[src/rtl/ppi_strobe_pkg.sv]
package ppi_strobe_pkg;
    localparam int PC_W      = 8;
    localparam int PC_IRQ_B  = 0;
    localparam int PC_FULL_B = 1;
    localparam int PC_STB_B  = 2;
    localparam int PC_IRQ_A  = 3;
    localparam int PC_STB_A  = 4;
    localparam int PC_FULL_A = 5;
    localparam logic [2:0] INTE_A_BIT = 3'd4;
    localparam logic [2:0] INTE_B_BIT = 3'd2;
    localparam logic [PC_W-1:0] PC_OE_MASK =
        (8'd1 << PC_IRQ_B) | (8'd1 << PC_FULL_B) | (8'd1 << PC_IRQ_A) | (8'd1 << PC_FULL_A);
endpackage

[src/rtl/ppi_sync_pipe.sv]
module ppi_sync_pipe #(
    parameter int         W         = 10,
    parameter int         STAGES    = 2,
    parameter logic [W-1:0] RST_VAL = '0
) (
    input  logic         clk,
    input  logic         rst_n,
    input  logic [W-1:0] din,
    output logic [W-1:0] dout
);
    logic [W-1:0] stage_q [STAGES];
    logic [W-1:0] stage_d [STAGES];

    always_comb begin
        stage_d[0] = din;
        for (int i = 1; i < STAGES; i++) begin
            stage_d[i] = stage_q[i-1];
        end
    end

    for (genvar g = 0; g < STAGES; g++) begin : g_stage
        always_ff @(posedge clk or negedge rst_n) begin
            if (!rst_n) stage_q[g] <= RST_VAL;
            else        stage_q[g] <= stage_d[g];
        end
    end

    assign dout = stage_q[STAGES-1];
endmodule

[src/rtl/strobe_in_chan.sv]
module strobe_in_chan #(
    parameter int DATA_W      = 8,
    parameter int SYNC_STAGES = 2
) (
    input  logic              clk,
    input  logic              rst_n,
    input  logic [DATA_W-1:0] pdata_i,
    input  logic              stb_n_i,
    input  logic              rd_act_i,
    input  logic              inte_i,
    output logic [DATA_W-1:0] data_o,
    output logic              full_o,
    output logic              irq_o
);
    localparam int SW = DATA_W + 2;
    localparam logic [SW-1:0] SYNC_RST = {{DATA_W{1'b0}}, 1'b1, 1'b0};

    typedef struct packed {
        logic [DATA_W-1:0] data;
        logic              full;
        logic              irq;
        logic              rd_prev;
    } chan_st_t;

    logic [SW-1:0]     sync_out;
    logic [DATA_W-1:0] sdata_s;
    logic              stb_low_s;
    logic              rd_act_s;
    logic              rd_begin;
    logic              rd_end;
    chan_st_t          st_d, st_q;

    ppi_sync_pipe #(.W(SW), .STAGES(SYNC_STAGES), .RST_VAL(SYNC_RST)) u_sync (
        .clk  (clk),
        .rst_n(rst_n),
        .din  ({pdata_i, stb_n_i, rd_act_i}),
        .dout (sync_out)
    );

    assign sdata_s   = sync_out[SW-1:2];
    assign stb_low_s = ~sync_out[1];
    assign rd_act_s  = sync_out[0];
    assign rd_begin  = rd_act_s & ~st_q.rd_prev;
    assign rd_end    = ~rd_act_s & st_q.rd_prev;

    always_comb begin
        st_d         = st_q;
        st_d.rd_prev = rd_act_s;
        if (stb_low_s) begin
            st_d.data = sdata_s;
            st_d.full = 1'b1;
        end else if (rd_end) begin
            st_d.full = 1'b0;
        end
        if (rd_begin || rd_act_s || !inte_i) begin
            st_d.irq = 1'b0;
        end else if (!stb_low_s && st_q.full && !rd_end) begin
            st_d.irq = 1'b1;
        end
    end

    always_ff @(posedge clk or negedge rst_n) begin
        if (!rst_n) st_q <= '0;
        else        st_q <= st_d;
    end

    assign data_o = st_q.data;
    assign full_o = st_q.full;
    assign irq_o  = st_q.irq;
endmodule

[src/rtl/ppi_strobed_input.sv]
module ppi_strobed_input
    import ppi_strobe_pkg::*;
#(
    parameter int DATA_W      = 8,
    parameter int SYNC_STAGES = 2
) (
    input  logic              clk,
    input  logic              rst_n,
    input  logic [DATA_W-1:0] pa_i,
    input  logic [DATA_W-1:0] pb_i,
    input  logic              stb_a_n_i,
    input  logic              stb_b_n_i,
    input  logic              rd_n_i,
    input  logic              sel_a_i,
    input  logic              sel_b_i,
    input  logic              bsr_we_i,
    input  logic [2:0]        bsr_bit_i,
    input  logic              bsr_val_i,
    output logic [DATA_W-1:0] pa_data_o,
    output logic [DATA_W-1:0] pb_data_o,
    output logic [PC_W-1:0]   pc_o,
    output logic [PC_W-1:0]   pc_oe_o
);
    localparam int NCH = 2;

    typedef struct packed {
        logic inte_a;
        logic inte_b;
    } en_st_t;

    en_st_t en_d, en_q;

    logic [NCH-1:0][DATA_W-1:0] ch_pdata;
    logic [NCH-1:0][DATA_W-1:0] ch_data;
    logic [NCH-1:0]             ch_stb_n;
    logic [NCH-1:0]             ch_sel;
    logic [NCH-1:0]             ch_inte;
    logic [NCH-1:0]             ch_full;
    logic [NCH-1:0]             ch_irq;

    always_comb begin
        en_d = en_q;
        if (bsr_we_i && bsr_bit_i == INTE_A_BIT) en_d.inte_a = bsr_val_i;
        if (bsr_we_i && bsr_bit_i == INTE_B_BIT) en_d.inte_b = bsr_val_i;
    end

    always_ff @(posedge clk or negedge rst_n) begin
        if (!rst_n) en_q <= '0;
        else        en_q <= en_d;
    end

    assign ch_pdata = {pb_i, pa_i};
    assign ch_stb_n = {stb_b_n_i, stb_a_n_i};
    assign ch_sel   = {sel_b_i, sel_a_i};
    assign ch_inte  = {en_q.inte_b, en_q.inte_a};

    for (genvar c = 0; c < NCH; c++) begin : g_chan
        strobe_in_chan #(.DATA_W(DATA_W), .SYNC_STAGES(SYNC_STAGES)) u_chan (
            .clk     (clk),
            .rst_n   (rst_n),
            .pdata_i (ch_pdata[c]),
            .stb_n_i (ch_stb_n[c]),
            .rd_act_i(~rd_n_i & ch_sel[c]),
            .inte_i  (ch_inte[c]),
            .data_o  (ch_data[c]),
            .full_o  (ch_full[c]),
            .irq_o   (ch_irq[c])
        );
    end

    always_comb begin
        pc_o            = '0;
        pc_o[PC_IRQ_A]  = ch_irq[0];
        pc_o[PC_FULL_A] = ch_full[0];
        pc_o[PC_IRQ_B]  = ch_irq[1];
        pc_o[PC_FULL_B] = ch_full[1];
    end

    assign pc_oe_o   = PC_OE_MASK;
    assign pa_data_o = ch_data[0];
    assign pb_data_o = ch_data[1];
endmodule

[config.mk]
export PLATFORM = sky130hd
export DESIGN_NAME = ppi_strobed_input
export DESIGN_NICKNAME = d
export VERILOG_FILES = /design/src/rtl/ppi_strobe_pkg.sv /design/src/rtl/ppi_sync_pipe.sv /design/src/rtl/strobe_in_chan.sv /design/src/rtl/ppi_strobed_input.sv
export SDC_FILE = /design/constraint.sdc
export NUM_CORES = 1
export LEC_CHECK = 0
export BUFFER_PORTS_ARGS = -buffer_cell sky130_fd_sc_hd__buf_2
export CAP_MARGIN = 20
export CORE_UTILIZATION = 35
export CTS_CLUSTER_SIZE = 40
export DETAILED_ROUTE_END_ITERATION = 12
export SYNTH_ARGS = -nofsm -noshare
export SYNTH_HDL_FRONTEND = slang
export SYNTH_SLANG_ARGS = --single-unit
[constraint.sdc]
create_clock -name clk -period 1.6 [get_ports clk]
set_clock_uncertainty 0.15 [all_clocks]
set_input_delay 0.32 -clock clk [delete_from_list [all_inputs] [get_ports clk]]
set_output_delay 0.32 -clock clk [all_outputs]
set_load 0.02 [all_outputs]
==> results of run 1 <==
[report_power, final]
part	internal, mW	switching (mW)
sequential	1.74	0.0557
clock	0.605	0.619
combinational	0.157	0.174
total	2.50	0.849
[per-stage QoR]
stage | power [mW] | area [um2]
CTS | 3.415 | 2711
global placement | 2.116 | 2331
floorplan | 2.071 | 2225
global route | 3.526 | 2711
finish | 3.348 | 2711
detailed placement | 2.126 | 2331
[cells by family (layout without fill, tap and decap cells)]
| logic type | Yosys count | in the layout |
|---|---|---|
| AO/OA/AOI/OAI | 4 | 4 |
| multiplexers | 18 | 18 |
| flip-flops | 64 | 64 |
| buffers and inverters | 38 | 89 |
| AND/OR/NAND/NOR | 10 | 10 |
| other | 2 | 12 |
[registers in the layout (all words and copies together), names as in the netlist]
signal,count
g_chan.u_chan.st_q,2
g_chan.u_chan.irq_o,2
ch_inte,2
g_chan.u_chan.data_o,16
g_chan.u_chan.u_sync.dout,20
g_chan.u_chan.u_sync.stage_d,20
g_chan.u_chan.full_o,2
[cell type report]
type,instances,area [um2]
fillers,537,3279
multi-input cells,44,352.8
repair buffers,69,462.9
inverters,4,15.01
flip-flops and latches,64,1607
well taps,75,93.84
clock buffers,10,137.6
clock inverters,6,42.54
[placed cells by master (no fill, tap or decap)]
cell,instances
clkinv_2,2
buf_2,47
clkbuf_8,10
and4bb_1,2
clkinv_4,1
nand3b_1,2
dfstp_2,4
buf_12,1
dfrtp_1,60
buf_4,1
nor2b_1,4
a21oi_1,2
mux2_2,16
inv_6,1
o21ai_0,2
nand2b_1,2
conb_1,12
inv_1,4
dlygate4sd3_1,20
clkinvlp_4,2
mux2_4,2
[per-layer routing]
metal | wire (um) | part of all wire [%] | vias to the layer above
met4 | 59 | 1.9 | 0
met2 | 1579 | 50 | 43
met5 | 0 | 0 | -
li1 | - | - | 502
met3 | 199 | 6.3 | 6
met1 | 1328 | 42 | 523
[worst max-delay path by stage]
stage | endpoint | start
2_1_floorplan | g_chan[0].u_chan.data_o[0] | g_chan[0].u_chan.u_sync.dout[1]
3_3_place_gp | g_chan[1].u_chan.data_o[7] | g_chan[1].u_chan.u_sync.dout[1]
3_5_place_dp | g_chan[1].u_chan.data_o[7] | g_chan[1].u_chan.u_sync.dout[1]
5_1_grt | pc_o[5] | g_chan[0].u_chan.full_o
6_report | pc_o[5] | g_chan[0].u_chan.full_o
4_1_cts | pc_o[5] | g_chan[0].u_chan.full_o
[what timing repair did]
item | in CTS | in global routing
resized for setup | 0 | 0
hold buffers | 20 | 0
hold endpoints to repair | 33 | 0
==> metrics.md, run 1 <==
| Metric | Value |
|---|---|
| Status | `complete, no violations` |
| Hold Slack | `0.08458 ns` |
| H-tree depth | `3` |
| R2R setup slack | `0.31 ns` |
| Synthesized area | `2187 um2` |
| GR Overflow Total | `0` |
| Met3 usage in global routing | `4.944%` |
| Placement Rows | `28` |
| Final core utilization | `45.26%` |
| Vias per Instance | `3.949` |
| Synth area leader | `dfrtp_1` |
| Die Y | `81.05 um` |
| First-pass GRT wire length | `5133 um` |
| Initial antenna violation count | `0` |
| Clock latency on the worst-skew pair | `0.34 ns` |
| R2R depth | `1` |
| Starting DRT DRC Count | `11` |
| Final net count | `220` |
| Synth Area in XOR/XNOR | `0%` |
| Min cycle time layout | `1.372 ns` |
| Setup violators final | `0` |
| Synth Register Bits | `64` |
| RD Place Congestion | `0.6293` |
| Post-Place Worst Slack | `0.2958 ns` |
| Crit path buffers/inverters | `1` |
| Commonest cells in the synthesized netlist | `dfrtp_1 (60), buf_4 (32), mux2_2 (16)` |
| Worst EP required | `1.13 ns` |
| CP max stage delay | `0.40 ns` |
| Synth warn | `0` |
| Hold Startpoint | `sel_a_i` |
| Ant. Diodes | `0` |
| Top_reg_cell synth | `dfrtp_1` |
| Placed wire-length estimate | `1977 um` |
| Area contributors post-synth | `dfrtp_1 (69%), buf_4 (11%), mux2_2 (8.2%)` |
| Post-Synth Adder-Cell Area | `0%` |
| Layout cell share with drive strength beyond 1 | `44.16%` |
| Post-CTS Setup Bufs | `0` |
| Power Density | `1235 nW/um2` |
| WL/cell | `11.64 um` |
| Met2 Use GR | `17.06%` |
| Grt peak-use layer | `met2` |
| Post-synth EDFFs | `0` |
| Sequential fraction of the synthesis area | `73.46%` |
| Crit path max-delay cell type | `dfrtp_1` |
| Largest net degree at the start of global routing | `31` |
| PnR worst setup slack | `0.2284 ns` |
| Leakage | `1.295 nW` |
| Setup CP Type | `register to output port` |
| Delay-heaviest family, CP | `flip-flops` |
| Asr flop ratio synth | `100.0%` |
| Critical path arrival | `0.90 ns` |
| Largest family of logic cells by synthesized area | `buffers and inverters` |
| Port bufs | `47` |
| GRT Total Usage | `11.45%` |
| I/O pin count | `60` |
| Reg2reg start | `g_chan[0].u_chan.u_sync.dout[1]` |
| Max cap viols | `0` |
| Die W | `81.05 um` |
| Crit end category | `output port` |
| Non-Filler Instances | `272` |
| Vias in the first global route | `1,122` |
| Critical path depth | `1` |
| Worst Path Max Fanout | `3` |
| Cells after DPL | `236` |
| VDD IR max | `0.0006713 V` |
| First drt pass iteration count | `2` |
| RSZ-0062 raised after global routing | `no` |
| Clk buf depth | `2` |
| Total number of vias | `1,074` |
| Fmax | `0.7291 GHz` |
| Core area | `5991 um2` |
| Min-Delay Path Depth | `2` |
| Die area | `6569 um2` |
| Hold Path Sink | `g_chan[0].u_chan.u_sync.stage_d[0]` |
| Hold Violations, Final | `0` |
| Detail Route Antenna Nets | `0` |
| Period utilization | `85.72%` |
| Post-Synth Simple-Gate Area | `3.547%` |
| TNS Setup | `0 ns` |
| Area growth from synthesis to layout | `23.97%` |
| Cells after Synth | `136` |
| Routed wire length | `3165 um` |
| DR DRC count | `0` |
| Total clock sinks | `64` |
| Post-synthesis mux area share | `9.611%` |
| Hold Crit Class | `primary input to register` |
| Met1 Use GR | `13.01%` |
| Critical Path, Cell by Cell | `buf_2` |
| Share of the synthesized area in the top cell type | `68.65%` |
| Max-slew violations | `0` |
| Starting density of the core | `36.51%` |
| Num CTS Buffers | `9` |
| CTS tree | `done` |
| Root Driver | `clkbuf_8` |
| Count leader, synth | `dfrtp_1` |
| Clock transition at path regs | `0.07 ns` |
| RR Endpoint | `g_chan[0].u_chan.data_o[5]` |
| Synth Area in Compound Gates | `0.9153%` |
| Syn avg cell area | `16.08 um2` |
| CP startpoint kind | `register` |
| Unique masters post-synth | `14` |
Note: power is estimated with default switching activity, not from simulation.
==> inputs of run 2 (changes only) <==
==> constraint.sdc (replaced) <==
create_clock -name clk -period 1.45 [get_ports clk]
set_clock_uncertainty 0.15 [all_clocks]
set_input_delay 0.29 -clock clk [delete_from_list [all_inputs] [get_ports clk]]
set_output_delay 0.29 -clock clk [all_outputs]
set_load 0.02 [all_outputs]
==> run 2 against run 1 <==
Net effect:
- count of clock-buffer cells in the layout unchanged
- via count down 2.0%
- clock power up 21%
- sequential power up 11%
- global-route usage down 0.73 points
- first-iteration DRC count up 140%
- cell count down 0.37%
- sequential share of layout area down 0.19 points
- final area up 0.32%
- wire length down 6.2%
- worst setup slack worse by 0.12 ns
- critical path type unchanged
- critical endpoint unchanged
==> metrics.md, run 2 (synthesis results as in run 1) <==
| Metric | Value |
|---|---|
| GRT Total Usage | `10.72% (-0.73 points)` |
| Clock transition at path regs | `0.07 ns (about the same)` |
| Clk buf depth | `2 (unchanged)` |
| Commonest non-fill, non-tap cells in the layout | `dfrtp_1 (60), buf_2 (47), dlygate4sd3_1 (20)` |
| First-pass GRT wire length | `4802 um (-6.4%)` |
| Worst Path Max Fanout | `3 (unchanged)` |
| Largest net degree at the start of global routing | `65 (+110%)` |
| CTS tree | `done` |
| RSZ-0062 raised after global routing | `no` |
| Root Driver | `clkbuf_8` |
| Post-Place Worst Slack | `0.1424 ns (-0.1534 ns)` |
| Crit path max-delay cell type | `dfrtp_1` |
| GR Overflow Total | `0 (unchanged)` |
| Placement Rows | `28 (unchanged)` |
| PnR worst setup slack | `0.1117 ns (-0.1167 ns)` |
| Setup violators final | `0 (unchanged)` |
| Post-CTS Setup Bufs | `0 (unchanged)` |
| Min cycle time layout | `1.338 ns` |
| Placed wire-length estimate | `1776 um (-10%)` |
| Hold Crit Class | `primary input to register` |
| Core area | `5991 um2 (unchanged)` |
| Num CTS Buffers | `9 (unchanged)` |
| Pwr Total | `3.813 mW (+14%)` |
| Worst EP required | `1.01 ns (-0.12 ns)` |
| Initial antenna violation count | `0 (unchanged)` |
| DR DRC count | `0 (unchanged)` |
| Total clock sinks | `64 (unchanged)` |
| Crit end category | `output port` |
| Vias per Instance | `3.882 (-1.7%)` |
| Total number of vias | `1,052 (-2.0%)` |
| Setup CP Type | `register to output port` |
| Power Density | `1402 nW/um2 (+14%)` |
| WL/cell | `10.96 um (-5.8%)` |
| Final net count | `219 (-0.45%)` |
| Critical path arrival | `0.90 ns (about the same)` |
| CTS resizes | `0 (unchanged)` |
| Clock latency on the worst-skew pair | `0.33 ns (about the same)` |
| Period utilization | `92.30%` |
| RD Place Congestion | `0.6043 (-4.0%)` |
| Status | `complete, no violations` |
| Layout cell share with drive strength beyond 1 | `43.88% (-0.28 points)` |
| Vias in the first global route | `1,036 (-7.7%)` |
| Max-slew violations | `0 (unchanged)` |
| Hold Violations, Final | `0 (unchanged)` |
| Delay-heaviest family, CP | `flip-flops` |
| Ant. Diodes | `0 (unchanged)` |
| Commonest non-fill, non-tap cell in the layout | `dfrtp_1` |
| Max cap viols | `0 (unchanged)` |
| Fmax | `0.7472 GHz` |
| VDD IR max | `0.0007486 V (+12%)` |
| Area growth from synthesis to layout | `24.37%` |
| Die area | `6569 um2 (unchanged)` |
| Detail Route Antenna Nets | `0 (unchanged)` |
| CP max stage delay | `0.40 ns (about the same)` |
| Critical Path, Cell by Cell | `buf_2` |
| I/O pin count | `60 (unchanged)` |
| Crit path buffers/inverters | `1 (unchanged)` |
| CP startpoint kind | `register` |
| Die Y | `81.05 um (unchanged)` |
| Port bufs | `47 (unchanged)` |
| TNS Setup | `0 ns (unchanged)` |
| Die W | `81.05 um (unchanged)` |
| Starting DRT DRC Count | `26 (+15)` |
| Starting density of the core | `36.51% (unchanged)` |
| Leakage | `1.308 nW (+0.95%)` |
| H-tree depth | `3 (unchanged)` |
| Routed wire length | `2969 um (-6.2%)` |
| First drt pass iteration count | `2 (unchanged)` |
-- run 2: final timing paths --
check                           depth (start not counted)                          startpoint                         endpoint  slack [ns]
worst max-delay path                                    1             g_chan[0].u_chan.full_o                          pc_o[5]        0.11
worst min-delay path                                    2                           bsr_val_i                       ch_inte[0]        0.05
worst max register to register                          1     g_chan[1].u_chan.u_sync.dout[1]       g_chan[1].u_chan.data_o[3]        0.15
worst min register to register                          0  g_chan[0].u_chan.u_sync.stage_d[0]  g_chan[0].u_chan.u_sync.dout[0]        0.20
max in group asynchronous                               3                               rst_n  g_chan[1].u_chan.u_sync.dout[1]        0.49
min in group asynchronous                               3                               rst_n  g_chan[0].u_chan.u_sync.dout[7]        0.34
-- run 2: per-stage QoR --
step	hold WS (ns)	util, %	instance area, um2	instances
4_1_cts	0.03308	45.41	2720	271
2_1_floorplan	-0.1556	-	2225	146
3_3_place_gp	0.1775	38.78	2323	235
3_5_place_dp	0.1782	38.78	2323	235
6_report	0.05346	45.41	2720	271
5_1_grt	0.04489	45.41	2720	271
-- run 2: report_power, final --
group          total [mW]  internal [mW]  switching [mW]  leakage, nW
sequential           1.98           1.92          0.0593        0.750
clock                1.48          0.830           0.645        0.106
combinational       0.361          0.172           0.189        0.452
-- run 2: repair_timing --
item,CTS,global route
hold endpoints to repair,80,0
hold buffers,20,0
setup endpoints to repair,0,0
-- run 2: final cells by class --
cell class                      count  area, um2
Inverter                            4      15.01
Tap cell                           75      93.84
Clock inverter                      6      58.81
Timing Repair Buffer               68      455.4
Clock buffer                       10      137.6
Multi-Input combinational cell     44      352.8
Sequential cell                    64       1607
Fill cell                         556       3271
-- run 2: per-layer routing --
layer  share of wire (%)  track usage [%]  vias up
met5                   0                0        -
met4                 3.6            9.643        0
met3                 6.8            3.820       10
met2                  46            15.13       45
met1                  44            12.78      499
li1                    -                -      498
==> inputs of run 3 (changes only) <==
--- a/config.mk
+++ b/config.mk
@@ -5,6 +5,7 @@
 export SDC_FILE = /design/constraint.sdc
 export NUM_CORES = 1
 export LEC_CHECK = 0
+export ABC_AREA = 1
 export BUFFER_PORTS_ARGS = -buffer_cell sky130_fd_sc_hd__buf_2
 export CAP_MARGIN = 20
 export CORE_UTILIZATION = 35
==> run 3 against run 2 <==
Net effect:
- first-iteration DRC count grew 88%
- power grew 5.8%
- largest cell class unchanged
- register-to-register slack gained 0.08 ns
- worst setup slack gained 0.021 ns
- clock power grew 16%
- via count grew 19%
- maximum frequency grew 1.6%
- combinational power shrank 5%
- highest routed layer unchanged
- largest power group unchanged
- die area grew 3.5%
- count of clock-buffer cells in the layout grew 4
- global-route usage grew 0.58 points
==> metrics.md, run 3 <==
| Metric | Value |
|---|---|
| Post-Synth Adder-Cell Area | `0% (unchanged)` |
| Crit end category | `output port` |
| Synthesized area | `2265 um2 (+3.5%)` |
| GRT Total Usage | `11.30% (+0.58 points)` |
| Num CTS Buffers | `9 (unchanged)` |
| Count leader, synth | `dfrtp_1` |
| Largest family of logic cells by synthesized area | `buffers and inverters` |
| Synth Register Bits | `64 (unchanged)` |
| Vias per Instance | `3.888 (+0.15%)` |
| Non-Filler Instances | `321 (+18%)` |
| Asr flop ratio synth | `100.0% (unchanged)` |
| Core area | `6096 um2 (+1.8%)` |
| CTS tree | `done` |
| Sequential fraction of the synthesis area | `70.94% (-2.5 points)` |
| Crit path buffers/inverters | `1 (unchanged)` |
| Leakage | `1.451 nW (+11%)` |
| Layout cell share with drive strength beyond 1 | `31.30% (-13 points)` |
| Root Driver | `clkbuf_8` |
| Hold Crit Class | `primary input to register` |
| Crit path max-delay cell type | `dfrtp_1` |
| Die area | `6796 um2 (+3.5%)` |
| Critical path arrival | `0.88 ns (-0.02 ns)` |
| Unique masters post-synth | `15 (+1)` |
| TNS Setup | `0 ns (unchanged)` |
| Clock transition at path regs | `0.06 ns (about the same)` |
| CP startpoint kind | `register` |
| Max-slew violations | `0 (unchanged)` |
| GR Overflow Total | `0 (unchanged)` |
| WL/cell | `9.875 um (-9.9%)` |
| Status | `complete, no violations` |
| Critical Path Source | `g_chan[0].u_chan.full_o` |
| Placement Rows | `28 (unchanged)` |
| Placed wire-length estimate | `1974 um (+11%)` |
| Pwr Total | `4.033 mW (+5.8%)` |
| Worst Path Max Fanout | `2 (-1)` |
| Post-Place Worst Slack | `0.2251 ns (+0.08276 ns)` |
| Delay-heaviest family, CP | `flip-flops` |
| Share of the synthesized area in the top cell type | `66.30% (-2.4 points)` |
| Cells after Synth | `186 (+37%)` |
| Starting density of the core | `37.15% (+0.64 points)` |
| DR DRC count | `0 (unchanged)` |
| Die Y | `82.44 um (+1.7%)` |
| Detail Route Antenna Nets | `0 (unchanged)` |
| Area growth from synthesis to layout | `24.36% (about the same)` |
| Cells after DPL | `284 (+21%)` |
| Hold Violations, Final | `0 (unchanged)` |
| Period utilization | `90.83% (-1.5 points)` |
| Ant. Diodes | `0 (unchanged)` |
| Post-CTS Setup Bufs | `0 (unchanged)` |
| Setup violators final | `0 (unchanged)` |
| Power Density | `1432 nW/um2 (+2.2%)` |
| Setup CP Type | `register to output port` |
| Initial antenna violation count | `0 (unchanged)` |
| Clock latency on the worst-skew pair | `0.32 ns (about the same)` |
| Post-synth EDFFs | `0 (unchanged)` |
| Starting DRT DRC Count | `49 (+88%)` |
| Synth warn | `0 (unchanged)` |
| RD Place Congestion | `0.6419 (+6.2%)` |
| Vias in the first global route | `1,228 (+19%)` |
| First-pass GRT wire length | `5250 um (+9.3%)` |
| First drt pass iteration count | `4 (+2)` |
| Reg2reg start | `g_chan[1].u_chan.u_sync.dout[1]` |
| Final core utilization | `46.20% (+0.80 points)` |
| H-tree depth | `3 (unchanged)` |
| Synth Area in XOR/XNOR | `0% (unchanged)` |
| Post-synthesis mux area share | `0% (-9.6 points)` |
| Max cap viols | `0 (unchanged)` |
| I/O pin count | `60 (unchanged)` |
| Largest net degree at the start of global routing | `65 (unchanged)` |
| Commonest non-fill, non-tap cell in the layout | `dfrtp_1` |
| Fmax | `0.7593 GHz (+1.6%)` |
| Commonest cells in the synthesized netlist | `dfrtp_1 (60), buf_4 (32), nand2_1 (28)` |
| Critical Path, Cell by Cell | `buf_2` |
| VDD IR max | `0.0008008 V (+7.0%)` |
| Synth Area in Compound Gates | `4.641% (+3.7 points)` |
| Port bufs | `47 (unchanged)` |
| Post-Synth Simple-Gate Area | `7.017% (+3.5 points)` |
| Die W | `82.44 um (+1.7%)` |
| Hold Startpoint | `sel_a_i` |
| PnR worst setup slack | `0.1330 ns (+0.02132 ns)` |
| Final net count | `269 (+23%)` |
| Total number of vias | `1,248 (+19%)` |
| Synth area leader | `dfrtp_1` |
| CP max stage delay | `0.39 ns (about the same)` |
| Clk buf depth | `2 (unchanged)` |
| Routed wire length | `3170 um (+6.8%)` |
| Top_reg_cell synth | `dfrtp_1` |
| Syn avg cell area | `12.18 um2 (-24%)` |
| Commonest non-fill, non-tap cells in the layout | `dfrtp_1 (60), buf_2 (47), nand2_1 (28)` |
| Area contributors post-synth | `dfrtp_1 (66%), buf_4 (11%), dfstp_2 (4.6%)` |
| Total clock sinks | `64 (unchanged)` |
| Min cycle time layout | `1.317 ns (-0.02132 ns)` |
| Worst EP required | `1.01 ns (about the same)` |
| RSZ-0062 raised after global routing | `no` |
run 3: changes by cell type after synthesis, moves of 4 or more:
cell     delta
nor2_1      +5
mux2_2     -16
o21ai_1     +8
inv_1      +21
nor2b_1     -4
nand2_2     +4
o21ai_0     +4
nand2_1    +28
buf_6       +4
run 3: report_power, final:
part / internal (mW) / switching (mW)
logic: 0.139 / 0.204
registers: 1.91 / 0.0602
clock network: 1.11 / 0.610
total: 3.16 / 0.874
run 3: cell families after synthesis:
kind of cell / Yosys count
compound gates: 18
buf+inv: 63
flops: 64
other cells: 2
simple gates: 39
run 3: cell type report:
class,count,area [um2]
Sequential cell,64,1607
Timing Repair Buffer,70,473.0
Clock buffer,14,172.7
Tap cell,75,93.84
Multi-Input combinational cell,69,309.0
Fill cell,578,3279
Inverter,27,101.3
Clock inverter,2,60.06
run 3: metal layers:
metal / global-route usage, % / share of wire, % / vias to the layer above
li1: - / - / 619
met1: 11.84 / 44 / 569
met2: 18.10 / 46 / 51
met3: 4.066 / 5.7 / 9
met4: 9.474 / 3.8 / 0
met5: 0 / 0 / -
run 3: worst paths after layout:
| path | end | slack (ns) | depth (start not counted) |
|---|---|---|---|
| setup / recovery | pc_o[5] | 0.13 | 1 |
| hold reg to reg | g_chan[1].u_chan.u_sync.dout[3] | 0.20 | 0 |
| hold / removal | g_chan[0].u_chan.u_sync.stage_d[0] | 0.03 | 3 |
| max in group asynchronous | g_chan[1].u_chan.u_sync.dout[1] | 0.48 | 3 |
| setup reg to reg | g_chan[1].u_chan.irq_o | 0.23 | 4 |
| min in group asynchronous | g_chan[0].u_chan.u_sync.stage_d[2] | 0.35 | 3 |
run 3: metrics by stage:
step | cell area [um2] | hold slack [ns]
3_5_place_dp | 2374 | 0.1764
3_3_place_gp | 2374 | 0.1757
2_1_floorplan | 2302 | -0.1556
4_1_cts | 2816 | 0.01027
6_report | 2816 | 0.02993
5_1_grt | 2816 | 0.02800
run 3: what timing repair did:
item,in CTS,in global routing
hold buffers,21,0
gates resized for setup,0,0
hold endpoints to repair,80,0
run 3: worst min-delay path, delay by kind of cell:
family / cells / cell delay, ns
buf+inv: 2 / 0.14
simple gates: 1 / 0.04
